### config.mk
export PLATFORM = sky130hd
export DESIGN_NAME = seg_page_xlat
export DESIGN_NICKNAME = d
export VERILOG_FILES = /design/src/rtl/xlat_pkg.sv /design/src/rtl/seg_regs.sv /design/src/rtl/seg_check.sv /design/src/rtl/pte_eval.sv /design/src/rtl/seg_page_xlat.sv
export SDC_FILE = /design/constraint.sdc
export NUM_CORES = 2
export LEC_CHECK = 0
export ABC_AREA = 1
export BUFFER_PORTS_ARGS = -buffer_cell sky130_fd_sc_hd__buf_2
export CAP_MARGIN = 0
export CORE_ASPECT_RATIO = 1.25
export CORE_MARGIN = 5
export CORE_UTILIZATION = 50
export DETAILED_ROUTE_END_ITERATION = 7
export PLACE_DENSITY = 0.7
export SLEW_MARGIN = 10
export SYNTH_ARGS = -nofsm -noshare
export SYNTH_HDL_FRONTEND = slang
export SYNTH_HIERARCHICAL = 1
export SYNTH_SLANG_ARGS = --single-unit
### constraint.sdc
create_clock -name clk -period 2.4 [get_ports clk]
set_input_delay 0.36 -clock clk [delete_from_list [all_inputs] [get_ports clk]]
set_output_delay 0.36 -clock clk [all_outputs]
set_load 0.005 [all_outputs]
### src/rtl/xlat_pkg.sv
package xlat_pkg;

    typedef enum logic [1:0] {
        FLT_NONE   = 2'b00,
        FLT_BOUND  = 2'b01,
        FLT_PROT   = 2'b10,
        FLT_ABSENT = 2'b11
    } fault_e;

    typedef enum logic [1:0] {
        ST_IDLE  = 2'b00,
        ST_CHECK = 2'b01,
        ST_FETCH = 2'b10
    } xlat_st_e;

endpackage

### src/rtl/seg_regs.sv
module seg_regs #(
    parameter int SEG_W  = 4,
    parameter int BASE_W = 24,
    parameter int BND_W  = 9
) (
    input  logic              clk,
    input  logic              rst_n,
    input  logic              wr_en,
    input  logic [SEG_W-1:0]  wr_idx,
    input  logic [BASE_W-1:0] wr_base,
    input  logic [BND_W-1:0]  wr_bnd,
    input  logic              wr_rd,
    input  logic              wr_wr,
    input  logic [SEG_W-1:0]  rd_idx,
    output logic [BASE_W-1:0] rd_base,
    output logic [BND_W-1:0]  rd_bnd,
    output logic              rd_rd,
    output logic              rd_wr
);
    localparam int NSEG = 1 << SEG_W;

    typedef struct packed {
        logic [BASE_W-1:0] base;
        logic [BND_W-1:0]  bnd;
        logic              rd;
        logic              wr;
    } seg_ent_t;

    seg_ent_t [NSEG-1:0] tbl_d;
    seg_ent_t [NSEG-1:0] tbl_q;

    always_comb begin
        tbl_d = tbl_q;
        for (int i = 0; i < NSEG; i++) begin
            if (wr_en && (wr_idx == SEG_W'(i))) begin
                tbl_d[i].base = wr_base;
                tbl_d[i].bnd  = wr_bnd;
                tbl_d[i].rd   = wr_rd;
                tbl_d[i].wr   = wr_wr;
            end
        end
    end

    always_ff @(posedge clk) begin
        if (!rst_n) tbl_q <= '0;
        else        tbl_q <= tbl_d;
    end

    assign rd_base = tbl_q[rd_idx].base;
    assign rd_bnd  = tbl_q[rd_idx].bnd;
    assign rd_rd   = tbl_q[rd_idx].rd;
    assign rd_wr   = tbl_q[rd_idx].wr;

endmodule

### src/rtl/seg_check.sv
module seg_check
    import xlat_pkg::*;
#(
    parameter int PAGE_W = 8,
    parameter int BND_W  = 9
) (
    input  logic [PAGE_W-1:0] page,
    input  logic [BND_W-1:0]  bnd,
    input  logic              rd_ok,
    input  logic              wr_ok,
    input  logic              is_write,
    output fault_e            fault
);
    logic out_of_bounds;
    logic no_right;

    assign out_of_bounds = (BND_W'(page) >= bnd);
    assign no_right      = is_write ? !wr_ok : !rd_ok;

    // bound fault takes priority over a rights fault
    always_comb begin
        if (out_of_bounds)  fault = FLT_BOUND;
        else if (no_right)  fault = FLT_PROT;
        else                fault = FLT_NONE;
    end

endmodule

### src/rtl/pte_eval.sv
module pte_eval
    import xlat_pkg::*;
#(
    parameter int PTE_W   = 32,
    parameter int FRAME_W = 12
) (
    input  logic [PTE_W-1:0]   pte,
    output logic [FRAME_W-1:0] frame,
    output fault_e             fault
);
    assign frame = pte[FRAME_W-1:0];
    assign fault = pte[PTE_W-1] ? FLT_NONE : FLT_ABSENT;

endmodule

### src/rtl/seg_page_xlat.sv
module seg_page_xlat
    import xlat_pkg::*;
#(
    parameter int SEG_W   = 4,
    parameter int PAGE_W  = 8,
    parameter int OFF_W   = 12,
    parameter int FRAME_W = 12,
    parameter int PTB_W   = 24,
    parameter int PTE_W   = 32
) (
    input  logic                              clk,
    input  logic                              rst_n,
    input  logic                              cfg_we,
    input  logic [SEG_W-1:0]                  cfg_seg,
    input  logic [PTB_W-1:0]                  cfg_base,
    input  logic [PAGE_W:0]                   cfg_bound,
    input  logic                              cfg_rd_ok,
    input  logic                              cfg_wr_ok,
    input  logic                              req_valid,
    output logic                              req_ready,
    input  logic [SEG_W+PAGE_W+OFF_W-1:0]     req_addr,
    input  logic                              req_write,
    output logic                              mem_rd_en,
    output logic [PTB_W-1:0]                  mem_rd_addr,
    input  logic [PTE_W-1:0]                  mem_rd_data,
    output logic                              rsp_valid,
    output logic [FRAME_W+OFF_W-1:0]          rsp_paddr,
    output logic [1:0]                        rsp_fault
);
    localparam int VA_W  = SEG_W + PAGE_W + OFF_W;
    localparam int PA_W  = FRAME_W + OFF_W;
    localparam int BND_W = PAGE_W + 1;
    localparam int PAD_W = PTB_W - PAGE_W - 2;

    typedef struct packed {
        xlat_st_e          st;
        logic [PAGE_W-1:0] page;
        logic [OFF_W-1:0]  off;
        logic              wr;
        logic [PTB_W-1:0]  base;
        logic [BND_W-1:0]  bnd;
        logic              rd_ok;
        logic              wr_ok;
        logic              rsp_v;
        fault_e            flt;
        logic [PA_W-1:0]   pa;
    } xlat_state_t;

    xlat_state_t s_d, s_q;

    logic [PTB_W-1:0]   seg_base;
    logic [BND_W-1:0]   seg_bnd;
    logic               seg_rd, seg_wr;
    fault_e             chk_fault;
    fault_e             pte_fault;
    logic [FRAME_W-1:0] pte_frame;
    logic               rd_en_d;

    seg_regs #(.SEG_W(SEG_W), .BASE_W(PTB_W), .BND_W(BND_W)) u_seg_regs (
        .clk     (clk),
        .rst_n   (rst_n),
        .wr_en   (cfg_we),
        .wr_idx  (cfg_seg),
        .wr_base (cfg_base),
        .wr_bnd  (cfg_bound),
        .wr_rd   (cfg_rd_ok),
        .wr_wr   (cfg_wr_ok),
        .rd_idx  (req_addr[VA_W-1 -: SEG_W]),
        .rd_base (seg_base),
        .rd_bnd  (seg_bnd),
        .rd_rd   (seg_rd),
        .rd_wr   (seg_wr)
    );

    seg_check #(.PAGE_W(PAGE_W), .BND_W(BND_W)) u_seg_check (
        .page     (s_q.page),
        .bnd      (s_q.bnd),
        .rd_ok    (s_q.rd_ok),
        .wr_ok    (s_q.wr_ok),
        .is_write (s_q.wr),
        .fault    (chk_fault)
    );

    pte_eval #(.PTE_W(PTE_W), .FRAME_W(FRAME_W)) u_pte_eval (
        .pte   (mem_rd_data),
        .frame (pte_frame),
        .fault (pte_fault)
    );

    always_comb begin
        s_d       = s_q;
        s_d.rsp_v = 1'b0;
        rd_en_d   = 1'b0;
        unique case (s_q.st)
            ST_IDLE: begin
                if (req_valid) begin
                    s_d.page  = req_addr[OFF_W +: PAGE_W];
                    s_d.off   = req_addr[OFF_W-1:0];
                    s_d.wr    = req_write;
                    s_d.base  = seg_base;
                    s_d.bnd   = seg_bnd;
                    s_d.rd_ok = seg_rd;
                    s_d.wr_ok = seg_wr;
                    s_d.st    = ST_CHECK;
                end
            end
            ST_CHECK: begin
                if (chk_fault != FLT_NONE) begin
                    s_d.rsp_v = 1'b1;
                    s_d.flt   = chk_fault;
                    s_d.pa    = '0;
                    s_d.st    = ST_IDLE;
                end else begin
                    rd_en_d   = 1'b1;
                    s_d.st    = ST_FETCH;
                end
            end
            ST_FETCH: begin
                s_d.rsp_v = 1'b1;
                s_d.flt   = pte_fault;
                s_d.pa    = (pte_fault == FLT_NONE) ? {pte_frame, s_q.off} : '0;
                s_d.st    = ST_IDLE;
            end
            default: s_d.st = ST_IDLE;
        endcase
    end

    always_ff @(posedge clk) begin
        if (!rst_n) begin
            s_q    <= '0;
            s_q.st <= ST_IDLE;
        end else begin
            s_q <= s_d;
        end
    end

    assign req_ready   = (s_q.st == ST_IDLE);
    assign mem_rd_en   = rd_en_d;
    assign mem_rd_addr = s_q.base + {{PAD_W{1'b0}}, s_q.page, 2'b00};
    assign rsp_valid   = s_q.rsp_v;
    assign rsp_paddr   = s_q.pa;
    assign rsp_fault   = s_q.flt;

    // a bound or rights fault is never preceded by a memory read
    a_r6_no_read_on_check_fault: assert property (@(posedge clk) disable iff (!rst_n)
        (rsp_valid && (rsp_fault == FLT_BOUND || rsp_fault == FLT_PROT)) |-> !$past(mem_rd_en));

    // check faults answer two edges after acceptance
    a_r8_fault_latency: assert property (@(posedge clk) disable iff (!rst_n)
        (rsp_valid && (rsp_fault == FLT_BOUND || rsp_fault == FLT_PROT))
            |-> $past(req_valid && req_ready, 2));

    // a fetch is followed by a response one cycle later
    a_r8_fetch_then_rsp: assert property (@(posedge clk) disable iff (!rst_n)
        mem_rd_en |=> ##1 rsp_valid);

    // the translator is busy while a read is outstanding, response is a single pulse
    a_r8_busy_during_read: assert property (@(posedge clk) disable iff (!rst_n)
        mem_rd_en |-> !req_ready);
    a_r8_single_pulse: assert property (@(posedge clk) disable iff (!rst_n)
        rsp_valid |=> !rsp_valid);

    // a good translation keeps the offset of the accepted address
    a_r1_offset_kept: assert property (@(posedge clk) disable iff (!rst_n)
        (rsp_valid && rsp_fault == FLT_NONE)
            |-> ($past(req_valid && req_ready, 3)
                 && rsp_paddr[OFF_W-1:0] == $past(req_addr[OFF_W-1:0], 3)));

    // a not-present fault returns a zero address
    a_r7_absent_zero: assert property (@(posedge clk) disable iff (!rst_n)
        (rsp_valid && rsp_fault == FLT_ABSENT) |-> (rsp_paddr == '0));

endmodule

==> metrics.md <==
| Metric | Value |
|---|---|
| F_max | 389.6 MHz |
| Number of synthesis warnings | 6 |
| Slowest CP cell | dfxtp_4 |
| Yosys reg bits | 645 |
| R2R Path Start | s_q[77] |
| Drt wl/cell | 17.30 microns |
| Final worst slack | -0.1670 ns |
| DR pass1 iterations | 6 |
| Syn Nets | 4,617 |
| CTS tree | yes |
| # IOs | 153 |
| First-pass GRT wire length | 141,300 microns |
| Commonest non-fill, non-tap cell in the layout | nand2_1 |
| Switching power | 6.577 mW |
| Post-synthesis cell area | 0.02993 sq mm |
| Tmin final | 2.567 ns |
| Routed Antenna Nets | 0 |
| Final hold vios | 0 |
| Clock power frac | 0.420 |
| CTS Buf Count | 67 |
| Final setup viols | 13 |
| Worst-path cell chain | ha_4, nand2_1, nor2_2, nand2_1, nand3_4, xor2_1, buf_2 |
| CP arrival | 2.21 ns |
| Top cell family by delay on the critical path | simple AND/OR/NAND/NOR gates |
| Int Pwr | 18.43 mW |
| Clock Tree Root | clkbuf_16 |
| DP Area | 0.03088 sq mm |
| Initial antenna violation count | 6 |
| Final #Nets | 4,525 |
| DPL Wire Length | 49,340 microns |
| Initial core utilization | 0.5036 |
| Leakage power | 14.58 nW |
| Die W | 228.8 microns |
| DRC viols | 0 |
| WL final | 90,350 microns |
| Most frequent cells in the layout | nand2_1 (811), dfxtp_1 (630), o21ai_0 (600), nor2_1 (548), inv_1 (486) |
| Syn_area_per_cell | 6.655 sq um |
| Pin count of the biggest net entering global routing | 91 |
| Failing checks | setup timing |
| Grt ovf | 0 |
| Final instance area | 0.03363 sq mm |
| Tot GR Track Use | 0.2649 |
| Max cap viols | 0 |
| PortBufs | 133 |
| Worst path bufs/invs | 1 |
| CP Class | flop to output port |
| Combinational Power Share | 0.127 |
| Critical Path RT | 2.04 ns |
| H-tree levels | 3 |
| Layout area overhead | 12.36% |
| Outcome | finished with violations |
| CP Capture Type | output port |
| Worst-path clk slew | 0.06 ns |
| Core area | 0.05943 sq mm |
| Worst hold start | mem_rd_data[8] |
| Share of cells above drive strength 1 | 0.1003 |
| Die area | 0.06488 sq mm |
| Post-layout util | 0.5658 |
| Largest stage delay, worst path | 0.38 ns |
| Via count | 28,230 |
| Final Max Slew Viols | 0 |
| Largest fanout on the critical path | 5 |
| Final period util | 1.070 |
| Clk sinks | 645 |
| Worst-Margin Slew | 1.099 ns |
| Top cell by count, worst path | nand2_1 |
| Sequential area share after synthesis | 0.4315 |
| # rows | 100 |
| Syn Inst Count | 4,497 |
| Ys async rst share | 0 |
| Setup TNS | -1.424 ns |
| Die H | 283.5 microns |
| Hold Crit Class | input pin to flop |
| EDFF count, synth | 0 |
| Iteration-0 DRC Markers | 2,654 |
| Clock Tree Buf Depth | 3 |
| Post-synth top flop | dfxtp_1 |
| Max transition margin | 0.2664 |
| Sw frac | 0.2630 |
| Worst-case vdd ir drop | 0.0003932 V |
| Via density | 5.406 |
| Setup Skew | 0.01579 ns |
| RSZ-0062 raised after global routing | true |
| Clk_lat worst skew | 0.60 ns |
| CP startpoint | s_q[81] |
| Crit path launch type | flop |
| Synth cell types | 39 |
| Global placer's final weighted congestion | 0.8774 |
| PD cells | 743.6 mW/mm^2 |
| Vias in the first global route | 25,360 |
| Flop pwr share | 0.453 |
## final cells by class
| class | count | area [sq um] |
|---|---|---|
| fill | 5542 | 25800 |
| multi-input combinational | 2955 | 13760 |
| sequential | 645 | 12950 |
| clock buffer | 111 | 2150 |
| inverter | 510 | 1932 |
| timing repair buffer | 226 | 1809 |
| tap | 765 | 957.2 |
| clock inverter | 9 | 72.57 |
| antenna | 1 | 2.502 |
## Yosys cell counts, types with 4 or more instances
| cell | number | area, sq um |
|---|---|---|
| a21oi_1 | 391 | 1957 |
| buf_1 | 13 | 48.80 |
| buf_2 | 100 | 500.5 |
| buf_4 | 44 | 330.3 |
| clkbuf_1 | 228 | 855.8 |
| dfxtp_1 | 645 | 12910 |
| ha_1 | 19 | 237.7 |
| inv_1 | 496 | 1862 |
| inv_2 | 10 | 37.54 |
| nand2_1 | 838 | 3146 |
| nand2_2 | 6 | 37.54 |
| nand3_1 | 451 | 2257 |
| nand3_2 | 4 | 40.04 |
| nor2_1 | 558 | 2095 |
| nor2_2 | 4 | 25.02 |
| nor2_4 | 5 | 56.30 |
| nor3_1 | 15 | 75.07 |
| o21ai_0 | 603 | 3018 |
| o21ai_1 | 36 | 180.2 |
| xor2_1 | 6 | 52.55 |
## power by group through the flow
stage                     logic (mW)  registers, mW  clock network (mW)
after floorplan                 2.08           11.5                   0
after global placement          2.89           11.5                   0
after detailed placement        2.93           11.5                   0
after CTS                       3.06           11.3                10.6
after global routing            3.51           11.4                11.1
final                           3.17           11.3                10.5
## sequential cells by signal (all words and copies together) (netlist names)
register / count
u_seg_regs/tbl_q: 560
s_q: 58
rsp_paddr: 24
rsp_valid: 1
rsp_fault: 2
## metal layers
metal | track usage | wire [microns] | part of all wire | vias up
met3 | 0.03382 | 6682 | 0.074 | 139
met1 | 0.3573 | 38710 | 0.43 | 12960
met5 | 0 | 20 | 0.00022 | -
li1 | - | - | - | 14070
met2 | 0.4487 | 43000 | 0.48 | 1063
met4 | 0.07505 | 1935 | 0.021 | 2
## kinds of logic after synthesis
kind of cell	after synthesis	synth area share
AO/OA/AOI/OAI	1036	0.1739
XOR/XNOR	8	0.002341
adder cells (fa/ha/maj)	20	0.008612
buffers and inverters	897	0.1226
flip-flops	645	0.4315
multiplexers	1	0.0003762
AND/OR/NAND/NOR	1890	0.2607
## path summary, 6_finish.rpt
check                          endpoint  slack (ns)  cells past startpoint
setup / recovery        mem_rd_addr[12]       -0.17                      7
hold / removal            rsp_paddr[20]        0.02                      3
setup reg to reg           rsp_paddr[1]        0.08                     16
hold reg to reg   u_seg_regs/tbl_q[153]        0.45                      2
## stage by stage
stage,instances,total power [mW],setup slack [ns],hold WS (ns)
2_1_floorplan,4497,13.57,0.4614,0.4244
3_3_place_gp,5084,14.43,0.1066,0.4318
3_5_place_dp,5084,14.47,0.1175,0.4401
4_1_cts,5217,25.00,-0.1689,0.0002359
5_1_grt,5222,25.96,-0.2293,0.03274
6_report,5222,25.01,-0.1670,0.02033
## tightest hold or removal path: stages
cell and delay (ns):
buf_2 0.08, a21oi_1 0.05, nor2_1 0.09
## timing repair
action	in CTS	in global routing
endpoints found under the hold margin	2	0
gates cloned	0	1
buffers inserted	11	4
hold buffers	2	0
setup endpoints to repair	20	34
resized for setup	67	41
pin swaps	23	25
Power figures use the tool's default switching activity.
